--- src/rtl/sdram_boot_pkg.sv ---
package sdram_boot_pkg;

  typedef enum logic [2:0] {
    ST_HOLD,
    ST_PRE,
    ST_REF,
    ST_MRS,
    ST_DONE
  } step_e;

  // {cs_n, ras_n, cas_n, we_n}
  typedef enum logic [3:0] {
    CMD_NOP = 4'b0111,
    CMD_PRE = 4'b0010,
    CMD_REF = 4'b0001,
    CMD_MRS = 4'b0000
  } cmd_e;

  localparam int AP_BIT = 10;

endpackage

--- src/rtl/sdram_boot_timer.sv ---
module sdram_boot_timer #(
  parameter int CNT_W   = 8,
  parameter int RST_VAL = 0
) (
  input  logic             clk,
  input  logic             rst_n,
  input  logic             load,
  input  logic [CNT_W-1:0] load_val,
  output logic             expired
);

  logic [CNT_W-1:0] cnt_q;
  logic [CNT_W-1:0] cnt_d;

  always_comb begin
    cnt_d = cnt_q;
    if (load) begin
      cnt_d = load_val;
    end else if (cnt_q != '0) begin
      cnt_d = cnt_q - 1'b1;
    end
  end

  always_ff @(posedge clk or negedge rst_n) begin
    if (!rst_n) begin
      cnt_q <= CNT_W'(RST_VAL);
    end else begin
      cnt_q <= cnt_d;
    end
  end

  assign expired = (cnt_q == '0);

endmodule

--- src/rtl/sdram_boot_cmd_drv.sv ---
module sdram_boot_cmd_drv
  import sdram_boot_pkg::*;
#(
  parameter int ADDR_W = 12,
  parameter int BANK_W = 2,
  parameter int MODE_W = 10
) (
  input  logic              clk,
  input  logic              rst_n,
  input  logic              issue,
  input  step_e             step,
  input  logic [MODE_W-1:0] mode_value,
  output logic              cs_n,
  output logic              ras_n,
  output logic              cas_n,
  output logic              we_n,
  output logic [ADDR_W-1:0] addr,
  output logic [BANK_W-1:0] ba
);

  cmd_e              cmd_d, cmd_q;
  logic [ADDR_W-1:0] addr_d, addr_q;

  always_comb begin
    cmd_d  = CMD_NOP;
    addr_d = '0;
    if (issue) begin
      case (step)
        ST_PRE: begin
          cmd_d          = CMD_PRE;
          addr_d[AP_BIT] = 1'b1;
        end
        ST_REF: cmd_d = CMD_REF;
        ST_MRS: begin
          cmd_d              = CMD_MRS;
          addr_d[MODE_W-1:0] = mode_value;
        end
        default: cmd_d = CMD_NOP;
      endcase
    end
  end

  always_ff @(posedge clk or negedge rst_n) begin
    if (!rst_n) begin
      cmd_q  <= CMD_NOP;
      addr_q <= '0;
    end else begin
      cmd_q  <= cmd_d;
      addr_q <= addr_d;
    end
  end

  assign {cs_n, ras_n, cas_n, we_n} = cmd_q;
  assign addr = addr_q;
  assign ba   = '0;

endmodule

--- src/rtl/sdram_boot_seq.sv ---
module sdram_boot_seq
  import sdram_boot_pkg::*;
#(
  parameter int HOLD_CYC    = 20000,
  parameter int TRP_CYC     = 3,
  parameter int TRFC_CYC    = 7,
  parameter int TMRD_CYC    = 2,
  parameter int REFRESH_NUM = 2,
  parameter int ADDR_W      = 12,
  parameter int BANK_W      = 2,
  parameter int MODE_W      = 10,
  parameter int DQM_W       = 4
) (
  input  logic              clk,
  input  logic              rst_n,
  input  logic              mode_first,
  input  logic [MODE_W-1:0] mode_value,
  output logic              cke,
  output logic [DQM_W-1:0]  dqm,
  output logic              cs_n,
  output logic              ras_n,
  output logic              cas_n,
  output logic              we_n,
  output logic [ADDR_W-1:0] addr,
  output logic [BANK_W-1:0] ba,
  output logic              ready
);

  localparam int HOLD_L  = (HOLD_CYC < 1) ? 1 : HOLD_CYC;
  localparam int TRP_L   = (TRP_CYC  < 1) ? 1 : TRP_CYC;
  localparam int TRFC_L  = (TRFC_CYC < 1) ? 1 : TRFC_CYC;
  localparam int TMRD_L  = (TMRD_CYC < 1) ? 1 : TMRD_CYC;
  localparam int REF_N   = (REFRESH_NUM < 2) ? 2 : REFRESH_NUM;
  localparam int MAX_A   = (HOLD_L > TRP_L) ? HOLD_L : TRP_L;
  localparam int MAX_B   = (TRFC_L > TMRD_L) ? TRFC_L : TMRD_L;
  localparam int MAX_DUR = (MAX_A > MAX_B) ? MAX_A : MAX_B;
  localparam int CNT_W   = $clog2(MAX_DUR + 1);
  localparam int REF_W   = $clog2(REF_N + 1);

  step_e             state_q, state_d;
  logic [REF_W-1:0]  ref_left_q, ref_left_d;
  logic              mrs_first_q, mrs_first_d;
  logic              expired;
  logic              advance;
  logic [CNT_W-1:0]  load_val;

  assign advance = expired && (state_q != ST_DONE);

  sdram_boot_timer #(
    .CNT_W  (CNT_W),
    .RST_VAL(HOLD_L - 1)
  ) u_timer (
    .clk     (clk),
    .rst_n   (rst_n),
    .load    (advance),
    .load_val(load_val),
    .expired (expired)
  );

  always_comb begin
    state_d     = state_q;
    ref_left_d  = ref_left_q;
    mrs_first_d = mrs_first_q;
    if (advance) begin
      case (state_q)
        ST_HOLD: state_d = ST_PRE;
        ST_PRE: begin
          mrs_first_d = mode_first;
          state_d     = mode_first ? ST_MRS : ST_REF;
          ref_left_d  = REF_W'(REF_N - 1);
        end
        ST_REF: begin
          if (ref_left_q != '0) begin
            ref_left_d = ref_left_q - 1'b1;
          end else begin
            state_d = mrs_first_q ? ST_DONE : ST_MRS;
          end
        end
        ST_MRS:  state_d = mrs_first_q ? ST_REF : ST_DONE;
        default: state_d = ST_DONE;
      endcase
    end
  end

  always_comb begin
    case (state_d)
      ST_PRE:  load_val = CNT_W'(TRP_L - 1);
      ST_REF:  load_val = CNT_W'(TRFC_L - 1);
      ST_MRS:  load_val = CNT_W'(TMRD_L - 1);
      default: load_val = '0;
    endcase
  end

  always_ff @(posedge clk or negedge rst_n) begin
    if (!rst_n) begin
      state_q     <= ST_HOLD;
      ref_left_q  <= '0;
      mrs_first_q <= 1'b0;
    end else if (advance) begin
      state_q     <= state_d;
      ref_left_q  <= ref_left_d;
      mrs_first_q <= mrs_first_d;
    end
  end

  sdram_boot_cmd_drv #(
    .ADDR_W(ADDR_W),
    .BANK_W(BANK_W),
    .MODE_W(MODE_W)
  ) u_drv (
    .clk       (clk),
    .rst_n     (rst_n),
    .issue     (advance),
    .step      (state_d),
    .mode_value(mode_value),
    .cs_n      (cs_n),
    .ras_n     (ras_n),
    .cas_n     (cas_n),
    .we_n      (we_n),
    .addr      (addr),
    .ba        (ba)
  );

  assign cke   = 1'b1;
  assign dqm   = '1;
  assign ready = (state_q == ST_DONE);

endmodule

--- config.mk ---
export PLATFORM = sky130hd
export DESIGN_NAME = sdram_boot_seq
export DESIGN_NICKNAME = d
export VERILOG_FILES = /design/src/rtl/sdram_boot_pkg.sv /design/src/rtl/sdram_boot_timer.sv /design/src/rtl/sdram_boot_cmd_drv.sv /design/src/rtl/sdram_boot_seq.sv
export SDC_FILE = /design/constraint.sdc
export NUM_CORES = 1
export LEC_CHECK = 0
export ABC_AREA = 1
export BUFFER_PORTS_ARGS = -buffer_cell sky130_fd_sc_hd__buf_2
export CAP_MARGIN = 10
export CORE_MARGIN = 1
export CORE_UTILIZATION = 53
export DETAILED_ROUTE_END_ITERATION = 10
export GPL_ROUTABILITY_DRIVEN = 0
export PLACE_DENSITY = 0.84
export SYNTH_ARGS = -nofsm -noshare
export SYNTH_HDL_FRONTEND = slang
export SYNTH_SLANG_ARGS = --single-unit
export TNS_END_PERCENT = 50
--- constraint.sdc ---
create_clock -name clk -period 3.05 [get_ports clk]
set_clock_uncertainty 0.15 [all_clocks]
set_input_delay 0.1525 -clock clk [delete_from_list [all_inputs] [get_ports clk]]
set_output_delay 0.1525 -clock clk [all_outputs]
set_load 0.005 [all_outputs]
==> flow_summary.yaml, run 1 <==
final_layout:
  drive_gt1_frac: 0.314
  area.growth.synth_to_final_pct: 17.3
  nets: 270
  antenna_cells: 0
  finalCoreUtilization: 0.652
  fillCellCount: 269
placed_design:
  hpwl_mm: 2.31
  numPortBuffers: 27
worst_setup_path:
  cp_max_fo: 11
  cp_top_family: "simple AND/OR/NAND/NOR gates"
  critical_path.endpoint_type: "flip-flop"
  crit_path_max_incr_delay_ns: 0.55
  critPathKind: "flip-flop to flip-flop"
  arrival_ns: 2.35
  critical_path.cell_chain: "inv_1, ha_1, inv_1, nor2_1, nand2_2, nor2_4, nand2_2, inv_2, a21oi_4, nand3_2, nor2_1"
  rr_worst_depth: 11
  worstPathRequired_ns: 3.16
  ff2ff_setup_slack_ns: 0.81
  critical_path.n_buffers_inverters: 3
  regToRegStartpoint: "u_timer.cnt_q[0]"
  critical_path.slowest_cell: "sky130_fd_sc_hd__dfstp_2"
  crit_path_start_kind: "flip-flop"
  r2r_end: "u_drv.addr[0]"
yosys:
  avgSynthCellArea_um2: 8.79
  ys_seq_area_frac: 0.480
  basic_gate_share_of_the_synthesized_area_counting_and_or_nand_and_nor_cells: 0.280
  muxShareOfSynthArea: 0
  synth.ff_latch_count: 35
  synth-compound-area-share: 0.0553
  yosysWarnings: 0
  netlist-cell-type-count: 26
  synth_area_um2: 1860
  synth_top_family_by_area: "simple AND/OR/NAND/NOR gates"
  yosys.area_share.adder: 0.0202
  synthesis.instances: 211
  yosys.area_share.xor_xnor: 0.0472
die:
  floorplan.initialDensity: 0.556
  chip_width_um: 61.2
  fp.dieH_um: 61.2
  io-pin-count: 37
  core_area_um2: 3340
  floorplan.die_area_um2: 3740
  rows: 21
cts:
  clkLatencyLatePin_ns: 0.33
  cts_inserted_buffers: 5
  tritoncts_clock_tree: "built"
  cts.htree.levels: 2
  clock_sinks: 35
  cell_at_the_root_of_the_clock_tree: "sky130_fd_sc_hd__clkbuf_4"
  cts_max_path_buffers: 2
  path_clk_slew_ns: 0.12
  postCtsSetupBuffers: 0
power:
  post-layout-total-power_uw: 1550
  power.leakage_uw: 0.00111
  power_density_nw_per_um2: 714
  maximum_vdd_drop_mv: 0.423
route:
  vias: 1428
  detail_route.drc_violations: 0
  detail_route.vias_per_cell: 4.74
  wire_per_inst_um: 11.0
  detail-route-antenna-nets: 0
  first_iter_violations: 61
  routed_wirelength_mm: 3.33
  drtPass1Iterations: 5
global_route:
  antenna_found_initial: 0
  first_pass_grt_wire_length_mm: 5.55
  first_global_vias: 1316
  grt-ovfl-total: 0
  grt_start_max_net_pins: 36
  grt_util_all_layers: 0.204
timing:
  hold_violations: 0
  hold_slack_ns: 0.251
  slew-limit-headroom: 0.507
  rsz0062_at_grt: "no"
  timing.final.crit_share: 0.735
  tightest_slew_ns: 0.739
  maxClockFrequency_mhz: 446
  setup_total_negative_slack_ns: 0
  setup_viol: 0
  final_period_minus_worst_setup_slack_ns: 2.24
  final_max_slew_viol_count: 0
run_status:
  status: "complete, no violations"
flow_run:
  max_cap_violations: 0
hold_path:
  hold_path.class: "input port to async pin"
-- report_power, final --
| part | leakage (µW) | total, µW | switching, µW | internal (µW) |
|---|---|---|---|---|
| Clock | 0.0000278 | 258 | 166 | 92.2 |
| Combinational | 0.000656 | 549 | 338 | 211 |
| Sequential | 0.000425 | 747 | 127 | 621 |
| Total | 0.00111 | 1550 | 631 | 924 |
-- what timing repair did --
action	in CTS	in global routing
endpoints found under the hold margin	34	0
resized for setup	0	0
hold buffers	12	0
-- stage by stage --
step | std cells | cell area (µm²) | setup WS, ns
finish | 301 | 2180 | 0.807
detailed placement | 281 | 2000 | 0.813
global route | 301 | 2180 | 0.629
global placement | 281 | 2000 | 0.942
floorplan | 218 | 1880 | 1.19
CTS | 301 | 2180 | 0.786
-- how the worst max path moves through the flow --
stage | from | end | cells past startpoint
finish | u_timer.cnt_q[0] | u_drv.addr[0] | 11
global route | u_timer.cnt_q[0] | u_drv.addr[0] | 11
CTS | u_timer.cnt_q[0] | u_drv.addr[0] | 11
detailed placement | u_timer.cnt_q[0] | u_drv.addr[0] | 11
global placement | u_timer.cnt_q[0] | u_drv.addr[0] | 11
floorplan | u_timer.cnt_q[0] | u_drv.addr[1] | 12
-- cell type report --
type | instances | area [µm²] | share of cell area
Timing Repair Buffer | 39 | 255 | 0.117
Multi-Input combinational cell | 138 | 781 | 0.359
Tap cell | 46 | 57.6 | 0.0264
Clock inverter | 3 | 23.8 | 0.0109
Inverter | 35 | 131 | 0.0603
Clock buffer | 5 | 37.5 | 0.0172
Sequential cell | 35 | 891 | 0.409
-- kinds of logic after synthesis --
logic type      count (synthesis)
compound gates                 16
xor+xnor                       10
fa+ha+maj                       3
buf+inv                        45
flops                          35
other cells                     2
simple gates                  100
-- cell usage after synthesis --
cell type	number	area share
sky130_fd_sc_hd__nor3b_1	1	0.0040
sky130_fd_sc_hd__inv_2	4	0.0081
sky130_fd_sc_hd__nand4_1	5	0.017
sky130_fd_sc_hd__a21oi_1	6	0.016
sky130_fd_sc_hd__nor2_2	13	0.044
sky130_fd_sc_hd__conb_1	2	0.0040
sky130_fd_sc_hd__inv_1	31	0.063
sky130_fd_sc_hd__xor2_1	5	0.024
sky130_fd_sc_hd__xnor2_1	5	0.024
sky130_fd_sc_hd__buf_4	9	0.036
sky130_fd_sc_hd__nor3_1	2	0.0054
sky130_fd_sc_hd__nand3_2	4	0.022
sky130_fd_sc_hd__dfstp_2	12	0.17
sky130_fd_sc_hd__a21oi_4	1	0.0088
sky130_fd_sc_hd__nor2_4	4	0.024
sky130_fd_sc_hd__ha_1	3	0.020
sky130_fd_sc_hd__dfrtp_1	23	0.31
sky130_fd_sc_hd__buf_6	1	0.0061
sky130_fd_sc_hd__o21ai_0	8	0.022
sky130_fd_sc_hd__nor2_1	26	0.053
sky130_fd_sc_hd__nand2_2	4	0.013
sky130_fd_sc_hd__nand2_1	29	0.059
sky130_fd_sc_hd__nand3_1	10	0.027
sky130_fd_sc_hd__nor3_4	1	0.0088
sky130_fd_sc_hd__or2_2	1	0.0034
sky130_fd_sc_hd__o21ai_4	1	0.0088
-- cell usage in the layout, fill, tap and decap left out, types with 6 or more instances in the layout --
cell type / count
sky130_fd_sc_hd__dfrtp_1: 23
sky130_fd_sc_hd__dlygate4sd3_1: 12
sky130_fd_sc_hd__o21ai_0: 8
sky130_fd_sc_hd__nor2_2: 13
sky130_fd_sc_hd__conb_1: 9
sky130_fd_sc_hd__dfstp_2: 12
sky130_fd_sc_hd__inv_1: 31
sky130_fd_sc_hd__nand2_1: 29
sky130_fd_sc_hd__buf_2: 27
sky130_fd_sc_hd__nand3_1: 10
sky130_fd_sc_hd__a21oi_1: 6
sky130_fd_sc_hd__nor2_1: 26
-- routing by layer --
layer	vias to the layer above	wire length, µm	global-route usage	part of all wire
met2	31	1770	0.337	0.53
met5	-	0	0	0
met4	0	0	0.0584	0
met3	0	96	0.0588	0.029
li1	716	-	-	-
met1	681	1460	0.262	0.44
-- registers in the layout (all words and copies together), names as in the netlist --
register       count
mrs_first_q        1
ref_left_q         2
u_drv.cmd_q        3
u_drv.addr        11
u_timer.cnt_q     15
state_q            3
Note: power is estimated with default switching activity, not from simulation.
==> run 2: changes to the inputs <==
--- a/config.mk
+++ b/config.mk
@@ -5,14 +5,14 @@
 export SDC_FILE = /design/constraint.sdc
 export NUM_CORES = 1
 export LEC_CHECK = 0
-export ABC_AREA = 1
+export ABC_AREA = 0
 export BUFFER_PORTS_ARGS = -buffer_cell sky130_fd_sc_hd__buf_2
 export CAP_MARGIN = 10
 export CORE_MARGIN = 1
 export CORE_UTILIZATION = 53
 export DETAILED_ROUTE_END_ITERATION = 10
 export GPL_ROUTABILITY_DRIVEN = 0
-export PLACE_DENSITY = 0.84
+export PLACE_DENSITY = 0.85
 export SYNTH_ARGS = -nofsm -noshare
 export SYNTH_HDL_FRONTEND = slang
 export SYNTH_SLANG_ARGS = --single-unit
==> constraint.sdc (replaced) <==
create_clock -name clk -period 2.1 [get_ports clk]
set_clock_uncertainty 0.15 [all_clocks]
set_input_delay 0.105 -clock clk [delete_from_list [all_inputs] [get_ports clk]]
set_output_delay 0.105 -clock clk [all_outputs]
set_load 0.005 [all_outputs]
==> flow_summary.yaml, run 2 <==
worst_setup_path:
  r2r_end: "u_drv.addr[2]"
  regToRegStartpoint: "u_timer.cnt_q[0]"
  critical_path.endpoint_type: "flip-flop"
  critical_path.slowest_cell: "sky130_fd_sc_hd__or4_4"
  arrival_ns: 2.61
  ff2ff_setup_slack_ns: -0.38
  crit_path_start_kind: "flip-flop"
  critPathKind: "flip-flop to flip-flop"
  crit_path_max_incr_delay_ns: 0.62
  rr_worst_depth: 6
  cp_max_fo: 6
  worstPathRequired_ns: 2.23
  critical_path.cell_chain: "inv_2, ha_1, or4b_4, or3_4, or4_4, nor3_2"
global_route:
  grt-ovfl-total: 0
  first_pass_grt_wire_length_mm: 7.22
  first_global_vias: 1508
  antenna_found_initial: 0
  grt_util_all_layers: 0.279
  grt_start_max_net_pins: 36
placed_design:
  numPortBuffers: 27
  postPlaceCellArea_um2: 2030
  hpwl_mm: 2.54
  preCtsSetupSlack_ns: -0.333
hold_path:
  hold_path.class: "input port to async pin"
route:
  vias: 1613
  detail_route.drc_violations: 0
  drtPass1Iterations: 4
  first_iter_violations: 89
  detail_route.vias_per_cell: 5.80
  wire_per_inst_um: 18.1
  routed_wirelength_mm: 5.02
  detail-route-antenna-nets: 0
yosys:
  synthDominantCellAreaShare: 0.321
  synth.ff_latch_count: 35
  avgSynthCellArea_um2: 10.1
  synth.most_common_cell: "sky130_fd_sc_hd__dfrtp_1"
  netlist-cell-type-count: 42
  netlist.top_cell.by_area: "sky130_fd_sc_hd__dfrtp_1"
  async_reset_ff_frac: 1.00
  synth_area_um2: 1790
  synth_edf_count: 0
  yosysWarnings: 0
  ys_dominant_reg_cell: "sky130_fd_sc_hd__dfrtp_1"
  synthTopCellsByCount: "23 x sky130_fd_sc_hd__dfrtp_1, 16 x sky130_fd_sc_hd__inv_1, 12 x sky130_fd_sc_hd__dfstp_2"
  synth_area_leaders: "sky130_fd_sc_hd__dfrtp_1 32%, sky130_fd_sc_hd__dfstp_2 18%, sky130_fd_sc_hd__nor3_2 4.5%"
  ys_seq_area_frac: 0.497
  synthesis.instances: 177
cts:
  cts.htree.levels: 2
  cts_max_path_buffers: 2
  path_clk_slew_ns: 0.13
  clock_sinks: 35
  cts_inserted_buffers: 5
  tritoncts_clock_tree: "built"
  clkLatencyLatePin_ns: 0.36
  cell_at_the_root_of_the_clock_tree: "sky130_fd_sc_hd__clkbuf_4"
timing:
  timing.final.crit_share: 1.18
  tightest_slew_ns: 0.752
  maxClockFrequency_mhz: 403
  setup_total_negative_slack_ns: -5.76
  setup_viol: 25
  slew-limit-headroom: 0.499
  final_max_slew_viol_count: 0
  rsz0062_at_grt: "yes"
  hold_violations: 0
  final_period_minus_worst_setup_slack_ns: 2.48
  postLayoutSetupSlackWorst_ns: -0.379
final_layout:
  drive_gt1_frac: 0.440
  top_register: "u_timer.cnt_q"
  area.growth.synth_to_final_pct: 36.5
  largest_reg_flops: 15
  fillCellCount: 176
  final_design_area_no_fill_um2: 2450
  antenna_cells: 0
  layout.cells.most_common: "sky130_fd_sc_hd__buf_2"
  nets: 249
  most-common-layout-cells: "27 x sky130_fd_sc_hd__buf_2, 23 x sky130_fd_sc_hd__dfrtp_1, 19 x sky130_fd_sc_hd__buf_4"
power:
  post-layout-total-power_uw: 3000
  power_density_nw_per_um2: 1230
  maximum_vdd_drop_mv: 0.757
  power.leakage_uw: 0.00110
die:
  io-pin-count: 37
  floorplan.initialDensity: 0.573
  rows: 20
  chip_width_um: 60.2
  core_area_um2: 3130
  floorplan.die_area_um2: 3620
  fp.dieH_um: 60.2
run_status:
  violations: "setup timing"
  status: "finished with violations"
flow_run:
  max_cap_violations: 0
run 2: cells by family after synthesis:
group	share of synthesized area
and+or+nand+nor	0.204
muxes	0.0119
buffers and inverters	0.0963
other	0.00419
adders and majority gates	0.0209
DFF	0.497
AOI/OAI and AO/OA	0.117
xor gates and xnor gates	0.0488
run 2: how the worst max path moves through the flow:
stage	from	cells after the start	slack, ns	to
after floorplan	u_timer.cnt_q[0]	7	-0.29	u_drv.addr[2]
after global placement	u_timer.cnt_q[0]	6	-0.28	u_timer.cnt_q[0]
after detailed placement	u_timer.cnt_q[0]	6	-0.33	u_drv.addr[0]
after CTS	u_timer.cnt_q[0]	6	-0.32	u_drv.addr[1]
after global routing	u_timer.cnt_q[0]	6	-0.43	u_drv.addr[9]
final	u_timer.cnt_q[0]	6	-0.38	u_drv.addr[2]
run 2: final cells by class:
cell class,instances,area [µm²],share of cell area
multi-input combinational,115,907,0.371
sequential,35,891,0.364
timing repair buffer,60,429,0.175
clock inverter,3,67.6,0.0276
inverter,16,60.1,0.0245
tap,44,55.1,0.0225
clock buffer,5,37.5,0.0153
run 2: worst max-delay path: cells and delay by family, from the launching register on:
kind | cells | cell delay (ns)
buffers and inverters | 1 | 0.05
and+or+nand+nor | 4 | 1.66
adders and majority gates | 1 | 0.13
DFF | 1 | 0.40
run 2: what timing repair did:
item	4_1_cts	5_1_grt
setup endpoints to repair	22	32
pin swaps	6	13
cloned	1	0
buffers inserted	1	2
gates resized for setup	14	24
hold buffers	12	0
endpoints found under the hold margin	35	0
run 2: power by group:
group          total [µW]  leakage, µW  internal [µW]  switching, µW
Combinational        1260     0.000626            571            689
Sequential           1130     0.000425            907            221
Clock                 614    0.0000514            370            244
Total                3000      0.00110           1850           1150
run 2: through the flow:
stage                      util  hold WS (ns)  cells
after floorplan               -        -0.341    184
after global placement    0.650        0.0538    254
after detailed placement  0.650        0.0532    254
after CTS                 0.746         0.203    276
after global routing      0.782         0.229    278
final                     0.782         0.174    278
run 2: metal layers:
metal,up-vias,track usage,part of all wire
li1,710,-,-
met1,789,0.353,0.38
met2,93,0.444,0.51
met3,21,0.0758,0.072
met4,0,0.123,0.038
met5,-,0,0
